`src/rtl/sdb_pkg.sv`:
```
package sdb_pkg;

  // Field widths of a command word; they are fixed by the frame format.
  localparam int CODE_W  = 6;
  localparam int ADDR_W  = 4;
  localparam int FRAME_W = ADDR_W + 2 + CODE_W;

  // Field layout of one command word, most significant field first.
  typedef struct packed {
    logic [ADDR_W-1:0] addr;
    logic              opt_hi;
    logic              opt_lo;
    logic [CODE_W-1:0] code;
  } frame_t;

  // Returns true when the address field selects the given zero-based channel.
  function automatic logic chan_hit(input logic [ADDR_W-1:0] addr, input int idx);
    return addr == ADDR_W'(idx + 1);
  endfunction

endpackage

```
`src/rtl/sdb_sync.sv`:
```
module sdb_sync #(
  parameter int W      = 3,
  parameter int STAGES = 2
) (
  input  logic         clk,
  input  logic         rst,
  input  logic [W-1:0] d,
  output logic [W-1:0] q
);

  logic [W-1:0] chain [STAGES];

  always_ff @(posedge clk) begin
    if (rst) begin
      for (int s = 0; s < STAGES; s++) chain[s] <= '0;
    end else begin
      chain[0] <= d;
      for (int s = 1; s < STAGES; s++) chain[s] <= chain[s-1];
    end
  end

  assign q = chain[STAGES-1];

endmodule

```
`src/rtl/sdb_edge.sv`:
```
module sdb_edge #(
  parameter int W = 2
) (
  input  logic         clk,
  input  logic         rst,
  input  logic [W-1:0] lvl,
  output logic [W-1:0] rise
);

  logic [W-1:0] last;

  always_ff @(posedge clk) begin
    if (rst) last <= '0;
    else     last <= lvl;
  end

  genvar g;
  generate
    for (g = 0; g < W; g++) begin : g_rise
      assign rise[g] = lvl[g] & ~last[g];
    end
  endgenerate

endmodule

```
`src/rtl/sdb_shifter.sv`:
```
module sdb_shifter #(
  parameter int W = 12
) (
  input  logic         clk,
  input  logic         rst,
  input  logic         shift,
  input  logic         bit_in,
  output logic [W-1:0] word,
  output logic         tail
);

  logic [W-1:0] sr;

  always_ff @(posedge clk) begin
    if (rst)        sr <= '0;
    else if (shift) sr <= {sr[W-2:0], bit_in};
  end

  assign word = sr;
  assign tail = sr[W-1];

endmodule

```
`src/rtl/sdb_chan_bank.sv`:
```
module sdb_chan_bank import sdb_pkg::*; #(
  parameter int NUM_CH = 8
) (
  input  logic                     clk,
  input  logic                     rst,
  input  logic                     load,
  input  frame_t                   fr,
  output logic [NUM_CH*CODE_W-1:0] codes,
  output logic                     opt_lo,
  output logic                     opt_hi
);

  logic [CODE_W-1:0] regs [NUM_CH];

  always_ff @(posedge clk) begin
    if (rst) begin
      for (int i = 0; i < NUM_CH; i++) regs[i] <= '0;
      opt_lo <= 1'b0;
      opt_hi <= 1'b0;
    end else if (load) begin
      for (int i = 0; i < NUM_CH; i++)
        if (chan_hit(fr.addr, i)) regs[i] <= fr.code;
      opt_lo <= fr.opt_lo;
      opt_hi <= fr.opt_hi;
    end
  end

  genvar g;
  generate
    for (g = 0; g < NUM_CH; g++) begin : g_flat
      assign codes[g*CODE_W +: CODE_W] = regs[g];
    end
  endgenerate

endmodule

```
`src/rtl/serial_dac_bank.sv`:
```
module serial_dac_bank import sdb_pkg::*; #(
  parameter int NUM_CH      = 8,
  parameter int SYNC_STAGES = 2
) (
  input  logic                     clk,
  input  logic                     rst,
  input  logic                     ser_din,
  input  logic                     ser_clk,
  input  logic                     ser_load,
  output logic                     ser_dout,
  output logic                     opt_lo,
  output logic                     opt_hi,
  output logic [NUM_CH*CODE_W-1:0] ch_code
);

  localparam int N_IN = 3;

  logic [N_IN-1:0]    raw_in, sync_in;
  logic [1:0]         pulses;
  logic               shift_pulse, load_pulse;
  logic [FRAME_W-1:0] frame;

  assign raw_in = {ser_load, ser_clk, ser_din};

  sdb_sync #(.W(N_IN), .STAGES(SYNC_STAGES)) u_sync (
    .clk (clk),
    .rst (rst),
    .d   (raw_in),
    .q   (sync_in)
  );

  sdb_edge #(.W(2)) u_edge (
    .clk  (clk),
    .rst  (rst),
    .lvl  (sync_in[2:1]),
    .rise (pulses)
  );

  assign shift_pulse = pulses[0];
  assign load_pulse  = pulses[1];

  sdb_shifter #(.W(FRAME_W)) u_shift (
    .clk    (clk),
    .rst    (rst),
    .shift  (shift_pulse),
    .bit_in (sync_in[0]),
    .word   (frame),
    .tail   (ser_dout)
  );

  sdb_chan_bank #(.NUM_CH(NUM_CH)) u_bank (
    .clk    (clk),
    .rst    (rst),
    .load   (load_pulse),
    .fr     (frame_t'(frame)),
    .codes  (ch_code),
    .opt_lo (opt_lo),
    .opt_hi (opt_hi)
  );

endmodule

```
`config.mk`:
```
export PLATFORM = sky130hd
export DESIGN_NAME = serial_dac_bank
export DESIGN_NICKNAME = d
export VERILOG_FILES = /design/src/rtl/sdb_pkg.sv /design/src/rtl/sdb_sync.sv /design/src/rtl/sdb_edge.sv /design/src/rtl/sdb_shifter.sv /design/src/rtl/sdb_chan_bank.sv /design/src/rtl/serial_dac_bank.sv
export SDC_FILE = /design/constraint.sdc
export NUM_CORES = 1
export LEC_CHECK = 0
export ABC_AREA = 1
export ABC_CLOCK_PERIOD_IN_PS = 2510
export BUFFER_PORTS_ARGS = -buffer_cell sky130_fd_sc_hd__buf_2
export CAP_MARGIN = 20
export CORE_UTILIZATION = 57
export CTS_CLUSTER_SIZE = 28
export DETAILED_ROUTE_END_ITERATION = 6
export PLACE_DENSITY = 0.83
export SYNTH_ARGS = -nofsm -noshare
export SYNTH_HDL_FRONTEND = slang
export SYNTH_SLANG_ARGS = --single-unit
```
`constraint.sdc`:
```
create_clock -name clk -period 2.51 [get_ports clk]
set_input_delay 0.753 -clock clk [delete_from_list [all_inputs] [get_ports clk]]
set_output_delay 0.753 -clock clk [all_outputs]
set_load 0.005 [all_outputs]
```
# After elaboration in Yosys (flattened, before gate mapping)
# Memories as Yosys holds them, arrays and structs flattened.
# Index checks and enable logic that the tools add are counted.
# word_totals
out_inout_bits,51
wordCells,73
n_memories,2
input_bits,5
mem_bits_rw,54
register_bits,16
# op_classes
muxes,45
n_bitwise,14
n_eq_ne,8
# memory_table
name,depth,width,rd,rd_ports_with_merged_regs,wr,line,rtl
u_bank.regs,8,6,8,0,8,sdb_chan_bank.sv:13,logic [CODE_W-1:0] regs [NUM_CH];
u_sync.chain,2,3,2,0,2,sdb_sync.sv:11,logic [W-1:0] chain [STAGES];
# ops
cell,n
6-bit two-way mux,8
1-bit two-way mux,35
"4-bit by 3-bit == test with 1-bit output, second input constant",4
1-bit bitwise OR,10
"4-bit by 2-bit == test with 1-bit output, second input constant",2
3-bit two-way mux,2
"4-bit by 1-bit == test with 1-bit output, second input constant",1
"4-bit == test, second input constant",1
1-bit bitwise AND,2
1-bit inverter,2

# Logic depth before layout (Yosys ltp)
# Gate-level depths: netlist of run 1.
# depth
depth_word,6
mapped_depth,5

# Hierarchy
# A second synthesis of run 1 with hierarchy kept.
# unflattened
hier_cells,241
area_unflattened_um2,2612.5
# modules_own_cells
module,cells_per_inst,area_each_um2,n_inst
sdb_chan_bank,135,1858.0,1
sdb_shifter,77,504.2,1
sdb_sync,21,187.7,1
sdb_edge,8,62.6,1

# Least setup slack after synthesis of run 1
# OpenSTA, ideal clock, no wires.
# synth_timing
kind,input-to-reg
from,input rst
to,"memory u_bank.regs[0][0], enable pin"
setup_time_ns,0.318
n_path_buf,2
stages,4
arrival_time_ns,1.324
setup_slack_ns,0.867
cell_sequence,buf_2 inv_2 buf_4 nand2_1
# synth_rtl
item,line,rtl
"start, declared",serial_dac_bank.sv:6,"input logic rst,"
"end, declared",sdb_chan_bank.sv:13,

# Worst setup path in the final report of run 1
# layout_timing
from,"register u_shift.sr[11], in the netlist u_shift.word[11]"
to,output ser_dout
# layout_rtl
item,line,rtl
"start, declared",sdb_shifter.sv:12,logic [W-1:0] sr;
"start signal, assigned",sdb_shifter.sv:16,"else if (shift) sr <= {sr[W-2:0], bit_in};"
"end, declared",serial_dac_bank.sv:10,"output logic ser_dout,"
# No word-level cell between the ends.

==> metrics.md, run 1 <==
| Metric | Value |
|---|---|
| Status | `complete, no violations` |
| Global-route wire length before repair | `a little under 8000 um` |
| Worst hold stages | `2` |
| Global route overflow | `0` |
| Clock buffers created by TritonCTS | `9` |
| Non-Filler Instances | `around 350` |
| Cell Chain, Critical Path | `buf_2` |
| Pre-CTS setup slack | `about 0.53 ns` |
| Setup bufs post-CTS | `0` |
| Top-count cell post-synth | `nor2_1` |
| Yosys top cell by area | `edfxtp_1` |
| CTS root buffer | `clkbuf_8` |
| Routability cong. | `a little over 0.8` |
| Setup TNS Final | `0 ns` |
| Post-synthesis sequential area ratio | `71.42%` |
| Synth warnings | `0` |
| P_leak | `~0.0013 uW` |
| Worst-Margin Slew | `between 0.4 and 0.5 ns` |
| RSZ-0062 raised after global routing | `no` |
| R2r setup slk | `about 1.1 ns` |
| Fin crit period | `1.700 ns` |
| Drt pass-1 iters | `4` |
| Max clock buf depth | `2` |
| Final hold slack | `0.4083 ns` |
| Largest net degree at the start of global routing | `29` |
| Fmax | `about 0.59 GHz` |
| Core footprint | `between 4000 and 5000 sq um` |
| Initial core utilization | `around 60%` |
| Gr usage total | `21.95%` |
| Min-delay src | `u_sync.chain[0][0]$_SDFF_PP0_` |
| Layout area overhead | `17.09%` |
| Slew HR | `67.27%` |
| Die height | `~70 um` |
| H-tree Lvls | `3` |
| Die area | `slightly below 5000 sq um` |
| Cells after Synth | `between 200 and 250` |
| Fin. max-slew vios | `0` |
| Req. time, crit path | `between 1.5 and 2 ns` |
| Layout cells sized above 1 | `roughly 28%` |
| Drt wl/cell | `~14 um` |
| Crit path launch type | `flip-flop` |
| Layout net count | `between 200 and 300` |
| Syn Nets | `~240` |
| Multi-input logic area | `around 630 sq um` |
| Min setup slack post-route | `0.8099 ns` |
| CP arrival | `0.95 ns` |
| CP bufs+invs | `1` |
| Pwr/cell area | `about 690 nW/um^2` |
| Routed Antenna Nets | `0` |
| Worst R2R Start | `u_shift.word[11]$_SDFFE_PP0P_` |
| EDFF count, synth | `between 40 and 50` |
| Period Utilization, post-route | `between 60% and 70%` |
| Worst path slowest cell | `dfxtp_1` |
| CTS tree | `yes` |
| Kind of cell adding the most delay to the critical path | `flip-flops` |
| Maximum vdd drop | `411.4 uV` |
| Vias/cell | `between 5 and 6` |
| Setup CP Type | `reg -> out` |
| Initial antenna violation count | `0` |
| Synth top cells by count | `74 x nor2_1, 48 x edfxtp_1, 29 x nand2_1, 22 x dfxtp_1, 19 x inv_1` |
| M1 GR Usage | `between 20 and 30%` |
| Post-DP HPWL | `roughly 3400 um` |
| Max_cap viols | `0` |
| CTS clk-pin slew, worst paths | `0.06 ns` |
| Total Routed Length | `4799 um` |
| Worst clock skew | `0.005530 ns` |
| Initial DRC count | `roughly 130` |
| Post-CTS Hold Buffers | `0` |
| Main flop type after synthesis | `edfxtp_1` |
| Clk_lat worst skew | `0.34 ns` |
| Antenna cells | `0` |
| Vias | `1765` |
| Clock sinks | `70` |
| Slowest stage delay, CP | `around 0.45 ns` |
| Layout filler cell count | `about 320` |
| Synth area leaders | `edfxtp_1 55%, dfxtp_1 17%, nor2_1 11%` |
| Count of distinct cell types in the synthesized netlist | `15` |
| Met3 Use GR | `between 5 and 6%` |
| Setup crit end kind | `primary output` |
| Global routing usage on met2 | `about 36%` |
| Number of global-route vias before repair | `roughly 1700` |
| Die Span X | `approximately 70 um` |
| Crit path max fanout | `5` |
| Top cell type's share of synthesized area | `approximately 55%` |
| Mapped Area | `between 2000 and 3000 sq um` |
| Hold/Removal Path Class | `reg -> reg` |
| Ports | `56` |
| FF+latch area | `1882 sq um` |
| Number of remaining DRC errors | `0` |
| R2R cell count | `3` |
| Syn Area/Cell | `11.41 sq um` |
| Port bufs | `55` |
| Final hold vios | `0` |
| Total power | `roughly 2100 uW` |
| Synthesized flop and latch total | `70` |
| Worst Hold Path EP | `u_sync.chain[0][3]$_SDFF_PP0_` |
| Num rows | `24` |
| Placed insts | `332` |
| PostCTS Resize Cnt | `0` |
| Final Setup Violations | `0` |
| Reg2reg end | `u_bank.regs[0][3]$_SDFFCE_PN0P_` |
| GR peak layer | `met2` |
| Synth async-reset ratio | `0%` |
per-stage QoR:
stage / instance area [sq um] / utilization [%]
final: 3085 / 70.38
after global routing: 3085 / 70.38
after CTS: 3085 / 70.38
after detailed placement: 2938 / 67.01
after global placement: 2938 / 67.01
after floorplan: 2635 / -
state kept, by name (all words and copies together) (netlist names):
signal,flops
u_bank.opt_lo,1
u_shift.word,12
u_bank.opt_hi,1
u_bank.regs,48
u_sync.chain,6
u_edge.last,2
cells in the final DEF (no fill, tap or decap), drive strengths merged:
cell,synthesis,final
buf,6,55
clkinv,0,3
edfxtp,48,48
nand3,15,15
dfxtp,22,22
clkbuf,0,12
nand2,29,29
inv,24,24
nor2,80,80
nand3b,7,7
final cells by class:
class,count,share of cell area (%)
clock buffer,12,4.380
clock inverter,3,0.4055
inverter,24,2.920
multi-input combinational,131,20.28
sequential,70,60.99
tap,52,2.109
timing repair buffer,55,8.921
kinds of logic after synthesis:
logic type | after synthesis | synth area share (%)
flops | 70 | 71.41
buf+inv | 30 | 4.843
simple gates | 131 | 23.74
worst max path at each step:
stage | from | to | slack, ns | cells after the start
CTS | u_shift.word[11]$_SDFFE_PP0P_ | ser_dout | 0.79 | 1
finish | u_shift.word[11]$_SDFFE_PP0P_ | ser_dout | 0.81 | 1
floorplan | rst | u_bank.regs[0][0]$_SDFFCE_PN0P_ | 0.87 | 4
detailed placement | rst | u_bank.regs[0][12]$_SDFFCE_PN0P_ | 0.53 | 4
global placement | rst | u_bank.regs[0][23]$_SDFFCE_PN0P_ | 0.60 | 4
global route | u_shift.word[11]$_SDFFE_PP0P_ | ser_dout | 0.75 | 1
per-layer routing:
| metal | vias up | routed length [um] |
|---|---|---|
| met2 | 80 | 2475 |
| met3 | 10 | 393 |
| li1 | 860 | - |
| met1 | 815 | 1836 |
| met5 | - | 0 |
| met4 | 0 | 94 |
report_power, final:
part / total [uW] / switching, uW / internal [uW]
Combinational: 128 / 81.3 / 46.2
Clock: 716 / 370 / 346
Sequential: 1300 / 22.1 / 1280
Total: 2140 / 473 / 1670
(Power assumes the default switching activity.)
==> run 2: changes to the inputs <==
--- a/config.mk
+++ b/config.mk
@@ -6,13 +6,13 @@
 export NUM_CORES = 1
 export LEC_CHECK = 0
 export ABC_AREA = 1
-export ABC_CLOCK_PERIOD_IN_PS = 2510
+export ABC_CLOCK_PERIOD_IN_PS = 1400
 export BUFFER_PORTS_ARGS = -buffer_cell sky130_fd_sc_hd__buf_2
 export CAP_MARGIN = 20
-export CORE_UTILIZATION = 57
+export CORE_UTILIZATION = 48
 export CTS_CLUSTER_SIZE = 28
 export DETAILED_ROUTE_END_ITERATION = 6
-export PLACE_DENSITY = 0.83
+export PLACE_DENSITY = 0.74
 export SYNTH_ARGS = -nofsm -noshare
 export SYNTH_HDL_FRONTEND = slang
 export SYNTH_SLANG_ARGS = --single-unit
==> constraint.sdc (replaced) <==
create_clock -name clk -period 1.4 [get_ports clk]
set_input_delay 0.42 -clock clk [delete_from_list [all_inputs] [get_ports clk]]
set_output_delay 0.42 -clock clk [all_outputs]
set_load 0.005 [all_outputs]
==> run 2 against run 1 <==
Against the previous run: power grew 97%; worst hold slack worse by 0.12 ns; register-to-register slack lost 1.0 ns; cell area is 4.7% higher; clock power rose by 130%; first-iteration DRC count decreased by 21%; cell count increased by 7.5%; largest power group unchanged.
==> metrics.md, run 2 (synthesis gave the netlist of run 1 again) <==
| Metric | Value |
|---|---|
| Status | `complete, no violations` |
| Fin crit period | `around 1.3 ns` |
| Setup CP Type | `reg -> reg` |
| Layout area overhead | `22.55%` |
| Final hold slack | `0.2854 ns (-0.1229 ns)` |
| Global-route wire length before repair | `7817 um (-1.6%)` |
| CTS tree | `yes` |
| RSZ-0062 raised after global routing | `no` |
| Setup bufs post-CTS | `0 (unchanged)` |
| Max clock buf depth | `2 (unchanged)` |
| Number of global-route vias before repair | `1652 (-5.2%)` |
| Kind of cell adding the most delay to the critical path | `simple AND/OR/NAND/NOR gates` |
| Cell Chain, Critical Path | `inv_2 > nor2_4 > nand3_4 > nand2_2` |
| Antenna cells | `0 (unchanged)` |
| Fmax | `about 0.76 GHz` |
| Setup crit end kind | `flip-flop` |
| Most common cell after layout, fill and taps aside | `nor2_1` |
| Hold/Removal Path Class | `in -> reg` |
| Layout net count | `304 (+2.7%)` |
| Largest Register | `u_bank.regs` |
| Largest net degree at the start of global routing | `22 (-24%)` |
| Post-CTS Hold Buffers | `0 (unchanged)` |
| Max FFs per register | `48 (unchanged)` |
| Design Area, Final | `3229 sq um (+4.7%)` |
| H-tree Lvls | `3 (unchanged)` |
| Drt pass-1 iters | `4 (unchanged)` |
| Final hold vios | `0 (unchanged)` |
| Num rows | `26 (+8.3%)` |
| Number of remaining DRC errors | `0 (unchanged)` |
| Clock buffers created by TritonCTS | `9 (unchanged)` |
| Min setup slack post-route | `0.08864 ns (-0.7213 ns)` |
| Port bufs | `55 (unchanged)` |
| Die height | `76.09 um (+8.7%)` |
| Layout filler cell count | `424 (+34%)` |
| Worst-Margin Slew | `0.4552 ns (-0.03526 ns)` |
| Post-DP HPWL | `3342 um (-0.39%)` |
| Layout cells sized above 1 | `31.35% (+3.6 points)` |
| Pwr/cell area | `1308 nW/um^2 (+89%)` |
| CP arrival | `1.34 ns (+0.39 ns)` |
| Gr usage total | `18.01% (-3.9 points)` |
| Slowest stage delay, CP | `0.45 ns (about the same)` |
| Most frequent cells in the layout | `74 x nor2_1, 55 x buf_2, 48 x edfxtp_1` |
| Routed Antenna Nets | `0 (unchanged)` |
| Clk_lat worst skew | `0.33 ns (about the same)` |
| Vias/cell | `4.823 (-5.2%)` |
| Initial DRC count | `100 (-21%)` |
| PostCTS Resize Cnt | `2 (+2)` |
| Drt wl/cell | `13.01 um (-6.0%)` |
| CP bufs+invs | `1 (unchanged)` |
| Req. time, crit path | `1.43 ns (-0.33 ns)` |
| Initial antenna violation count | `0 (unchanged)` |
| Final Setup Violations | `0 (unchanged)` |
| Total Routed Length | `4851 um (+1.1%)` |
| Die Span X | `76.09 um (+8.7%)` |
| CTS clk-pin slew, worst paths | `0.07 ns (about the same)` |
| Ports | `56 (unchanged)` |
| Vias | `1799 (+1.9%)` |
| Initial core utilization | `50.62% (-9.5 points)` |
| Clock sinks | `70 (unchanged)` |
| Worst clock skew | `0.008949 ns (+0.003419 ns)` |
| Die area | `5790 sq um (+18%)` |
| Pre-CTS setup slack | `-0.06685 ns (-0.5935 ns)` |
| Maximum vdd drop | `685.8 uV (+67%)` |
| P_leak | `0.001373 uW (+4.5%)` |
| Period Utilization, post-route | `93.67%` |
| Placed cell areas | `3020 sq um (+2.8%)` |
| Max_cap viols | `0 (unchanged)` |
| Crit path launch type | `flip-flop` |
| Core footprint | `5205 sq um (+19%)` |
| Fin. max-slew vios | `0 (unchanged)` |
| Routability cong. | `0.7612 (-7.0%)` |
| Global route overflow | `0 (unchanged)` |
| Crit path max fanout | `7 (+2)` |
| Worst path slowest cell | `dfxtp_1` |
| Slew HR | `69.62% (+2.4 points)` |
| CTS root buffer | `clkbuf_8` |
[run 2: final timing paths]
| path | start | slack [ns] | depth (start not counted) | to |
|---|---|---|---|---|
| hold reg to reg | u_sync.chain[0][0]$_SDFF_PP0_ | 0.41 | 2 | u_sync.chain[0][3]$_SDFF_PP0_ |
| hold / removal | ser_din | 0.29 | 3 | u_sync.chain[0][0]$_SDFF_PP0_ |
| setup / recovery | u_shift.word[9]$_SDFFE_PP0P_ | 0.09 | 4 | u_bank.regs[1][9]$_SDFFCE_PN0P_ |
| setup reg to reg | u_shift.word[9]$_SDFFE_PP0P_ | 0.09 | 4 | u_bank.regs[1][9]$_SDFFCE_PN0P_ |
[run 2: per-layer routing]
metal,share of wire (%),GRT usage (%)
met2,49,28.82
met1,44,22.26
met5,0,0
met4,0.68,10.38
met3,6.9,4.551
[run 2: layout make-up]
| type | count | area, sq um | share of cell area (%) |
|---|---|---|---|
| flip-flops and latches | 70 | 1883 | 58.31 |
| multi-input cells | 131 | 630.6 | 19.53 |
| repair buffers | 63 | 335.3 | 10.38 |
| clock buffers | 10 | 127.6 | 3.952 |
| inverters | 24 | 90.09 | 2.790 |
| well taps | 70 | 87.58 | 2.712 |
| clock inverters | 5 | 75.07 | 2.325 |
[run 2: metrics by stage]
step	total power (uW)	TNS (ns)	std cells	util, %
floorplan	2513	0	231	-
CTS	4260	0	373	62.00
detailed placement	2614	-0.5194	358	58.03
global route	4376	0	373	62.04
finish	4225	0	373	62.04
global placement	2607	-0.1019	358	58.03
[run 2: power breakdown]
part	total, uW	switching, uW	internal (uW)
Combinational	243	152	91.0
Clock	1660	675	981
Sequential	2330	37.6	2290
Total	4230	865	3360
[run 2: worst min-delay path, delay by kind of cell]
| family | cells | cell delay, ns |
|---|---|---|
| buffers and inverters | 2 | 0.10 |
| AND/OR/NAND/NOR | 1 | 0.06 |
==> run 3: changes to the inputs <==
--- a/config.mk
+++ b/config.mk
@@ -6,13 +6,15 @@
 export NUM_CORES = 1
 export LEC_CHECK = 0
 export ABC_AREA = 1
-export ABC_CLOCK_PERIOD_IN_PS = 1400
+export ABC_CLOCK_PERIOD_IN_PS = 1600
 export BUFFER_PORTS_ARGS = -buffer_cell sky130_fd_sc_hd__buf_2
 export CAP_MARGIN = 20
-export CORE_UTILIZATION = 48
+export CELL_PAD_IN_SITES_DETAIL_PLACEMENT = 1
+export CELL_PAD_IN_SITES_GLOBAL_PLACEMENT = 2
+export CORE_UTILIZATION = 37
 export CTS_CLUSTER_SIZE = 28
 export DETAILED_ROUTE_END_ITERATION = 6
-export PLACE_DENSITY = 0.74
+export PLACE_DENSITY_LB_ADDON = 0.1
 export SYNTH_ARGS = -nofsm -noshare
 export SYNTH_HDL_FRONTEND = slang
 export SYNTH_SLANG_ARGS = --single-unit
==> constraint.sdc (replaced) <==
create_clock -name clk -period 1.6 [get_ports clk]
set_input_delay 0.48 -clock clk [delete_from_list [all_inputs] [get_ports clk]]
set_output_delay 0.48 -clock clk [all_outputs]
set_load 0.005 [all_outputs]
==> run 3 against run 2 <==
Against the previous run: largest cell class unchanged; global-route usage down 0.38 points; clock power down 19%; largest power group unchanged; register-to-register slack better by 0.13 ns; die area up 29%; sequential power down 13%; clock skew up 0.0025 ns; cell count up 7.2%; worst setup slack better by 0.047 ns.
==> metrics.md, run 3 (synthesis gave the netlist of run 1 again) <==
| Metric | Value |
|---|---|
| Worst R2R Start | `u_sync.chain[0][5]$_SDFF_PP0_` |
| Total power | `3591 uW (-15%)` |
| Worst hold stages | `3 (unchanged)` |
| Port bufs | `55 (unchanged)` |
| Worst Hold Path EP | `u_sync.chain[0][2]$_SDFF_PP0_` |
| Most common cell after layout, fill and taps aside | `nor2_1` |
| Min-delay src | `ser_load` |
| CP arrival | `0.98 ns (-0.36 ns)` |
| Routability cong. | `0.6737 (-11%)` |
| Slowest stage delay, CP | `0.48 ns (+0.03 ns)` |
| Max clock buf depth | `2 (unchanged)` |
| Layout area overhead | `22.93%` |
| Status | `complete, no violations` |
| RSZ-0062 raised after global routing | `no` |
| Die Span X | `86.39 um (+14%)` |
| P_leak | `0.001368 uW (-0.33%)` |
| Hold/Removal Path Class | `in -> reg` |
| Routed Antenna Nets | `0 (unchanged)` |
| Worst path slowest cell | `dfxtp_1` |
| Period Utilization, post-route | `roughly nine tenths` |
| Die area | `7463 sq um (+29%)` |
| Maximum vdd drop | `502.0 uV (-27%)` |
| Initial core utilization | `38.57% (-12 points)` |
| Core footprint | `6832 sq um (+31%)` |
| Sw frac | `22.53% (+2.1 points)` |
| CTS tree | `yes` |
| Max FFs per register | `48 (unchanged)` |
| R2r setup slk | `0.22 ns (+0.13 ns)` |
| Global-route wire length before repair | `9611 um (+23%)` |
| Antenna cells | `0 (unchanged)` |
| Final Setup Violations | `0 (unchanged)` |
| Drt wl/cell | `14.75 um (+13%)` |
| Final core occ | `47.42% (-15 points)` |
| Die height | `86.39 um (+14%)` |
| Sequential power share | `56.7% (+1.6 points)` |
| Drt pass-1 iters | `4 (unchanged)` |
| Req. time, crit path | `1.12 ns (-0.31 ns)` |
| Reg2reg end | `u_bank.regs[0][11]$_SDFFCE_PN0P_` |
| Initial DRC count | `70 (-30%)` |
| Global route overflow | `0 (unchanged)` |
| Number of global-route vias before repair | `1843 (+12%)` |
| Post-DP HPWL | `4180 um (+25%)` |
| Most frequent cells in the layout | `74 x nor2_1, 55 x buf_2, 48 x edfxtp_1` |
| Layout net count | `305 (+0.33%)` |
| Fmax | `0.6827 GHz` |
| Initial antenna violation count | `0 (unchanged)` |
| Vias/cell | `4.505 (-6.6%)` |
| Combinational power share | `6.1% (+0.4 points)` |
| CTS clk-pin slew, worst paths | `0.07 ns (about the same)` |
| R2R cell count | `4 (unchanged)` |
| Psw | `809.2 uW (-6.4%)` |
| Vias | `1802 (+0.17%)` |
| Gr usage total | `17.63% (-0.38 points)` |
| Worst-Margin Slew | `0.5341 ns (+0.07890 ns)` |
| Clk_lat worst skew | `0.34 ns (about the same)` |
| Cell Chain, Critical Path | `buf_2` |
| Max_cap viols | `0 (unchanged)` |
| Clock buffers created by TritonCTS | `9 (unchanged)` |
| Clock sinks | `70 (unchanged)` |
| Clock network fraction of design power | `37.3% (-1.9 points)` |
| Crit path max fanout | `5 (-2)` |
| Post-CTS Hold Buffers | `0 (unchanged)` |
| Final hold vios | `0 (unchanged)` |
| PostCTS Resize Cnt | `0 (-2)` |
| H-tree Lvls | `3 (unchanged)` |
| P_int | `2782 uW (-17%)` |
| Setup CP Type | `reg -> out` |
| Largest net degree at the start of global routing | `20 (-9.1%)` |
| Slew HR | `64.35% (-5.3 points)` |
| Crit path launch type | `flip-flop` |
| CP bufs+invs | `1 (unchanged)` |
| Number of remaining DRC errors | `0 (unchanged)` |
| Total Routed Length | `5898 um (+22%)` |
| Kind of cell adding the most delay to the critical path | `flip-flops` |
| Fin crit period | `~1.5 ns` |
| Layout cells sized above 1 | `30.92% (-0.43 points)` |
| Fin. max-slew vios | `0 (unchanged)` |
| Largest Register | `u_bank.regs` |
| Worst clock skew | `0.01148 ns (+0.002528 ns)` |
| Ports | `56 (unchanged)` |
| CTS root buffer | `clkbuf_8` |
| Setup crit end kind | `primary output` |
| Setup TNS Final | `0 ns (unchanged)` |
| Layout filler cell count | `782 (+84%)` |
| Setup bufs post-CTS | `0 (unchanged)` |
| Num rows | `30 (+15%)` |
| Pwr/cell area | `1109 nW/um^2 (-15%)` |
==> run 3: cell types whose count changed in the layout (fill, tap and decap cells not counted), sizes merged <==
| cell | change |
|---|---|
| bufinv | -1 |
| buf | +1 |
| clkinv | +1 |
==> run 3: worst max path at each step <==
| stage | start | to | slack, ns | cells past startpoint |
|---|---|---|---|---|
| 3_3_place_gp | rst | u_bank.regs[1][5]$_SDFFCE_PN0P_ | 0.09 | 4 |
| 2_1_floorplan | rst | u_bank.regs[0][0]$_SDFFCE_PN0P_ | 0.23 | 4 |
| 3_5_place_dp | rst | u_bank.regs[0][1]$_SDFFCE_PN0P_ | 0.01 | 4 |
| 5_1_grt | u_shift.word[11]$_SDFFE_PP0P_ | ser_dout | 0.07 | 1 |
| 4_1_cts | u_shift.word[11]$_SDFFE_PP0P_ | ser_dout | 0.11 | 1 |
| 6_report | u_shift.word[11]$_SDFFE_PP0P_ | ser_dout | 0.14 | 1 |
==> run 3: through the flow <==
step	instance area (sq um)	std cells	setup slack, ns	hold WS (ns)
6_report	3239	400	0.1352	0.3407
5_1_grt	3239	400	0.07338	0.3398
4_1_cts	3239	400	0.1070	0.3329
3_5_place_dp	3060	385	0.01136	0.3980
3_3_place_gp	3060	385	0.09170	0.3921
2_1_floorplan	2635	231	0.2304	0.3883
==> run 3: power groups by stage <==
stage | clock (uW) | sequential, uW | combinational [uW]
2_1_floorplan | 0 | 2080 | 121
3_3_place_gp | 0 | 2070 | 218
3_5_place_dp | 0 | 2080 | 223
4_1_cts | 1360 | 2040 | 225
5_1_grt | 1440 | 2040 | 248
6_report | 1340 | 2030 | 218
==> run 3: area by class of cell <==
type                            instances  area [sq um]  share of cell area, %
Clock inverter                          5         51.30                  1.584
Inverter                               24         90.09                  2.781
Tap cell                               96         120.1                  3.708
Clock buffer                           10         127.6                  3.940
Multi-Input combinational cell        131         625.6                  19.31
Timing Repair Buffer                   64         342.8                  10.58
Sequential cell                        70          1882                  58.09
==> run 3: layer usage <==
layer	wire length [um]	vias to the layer above	global-route usage, %
met5	0	-	0
met4	71	0	5.909
met3	280	10	5.429
met2	3039	43	30.74
met1	2507	869	20.68
li1	-	880	-
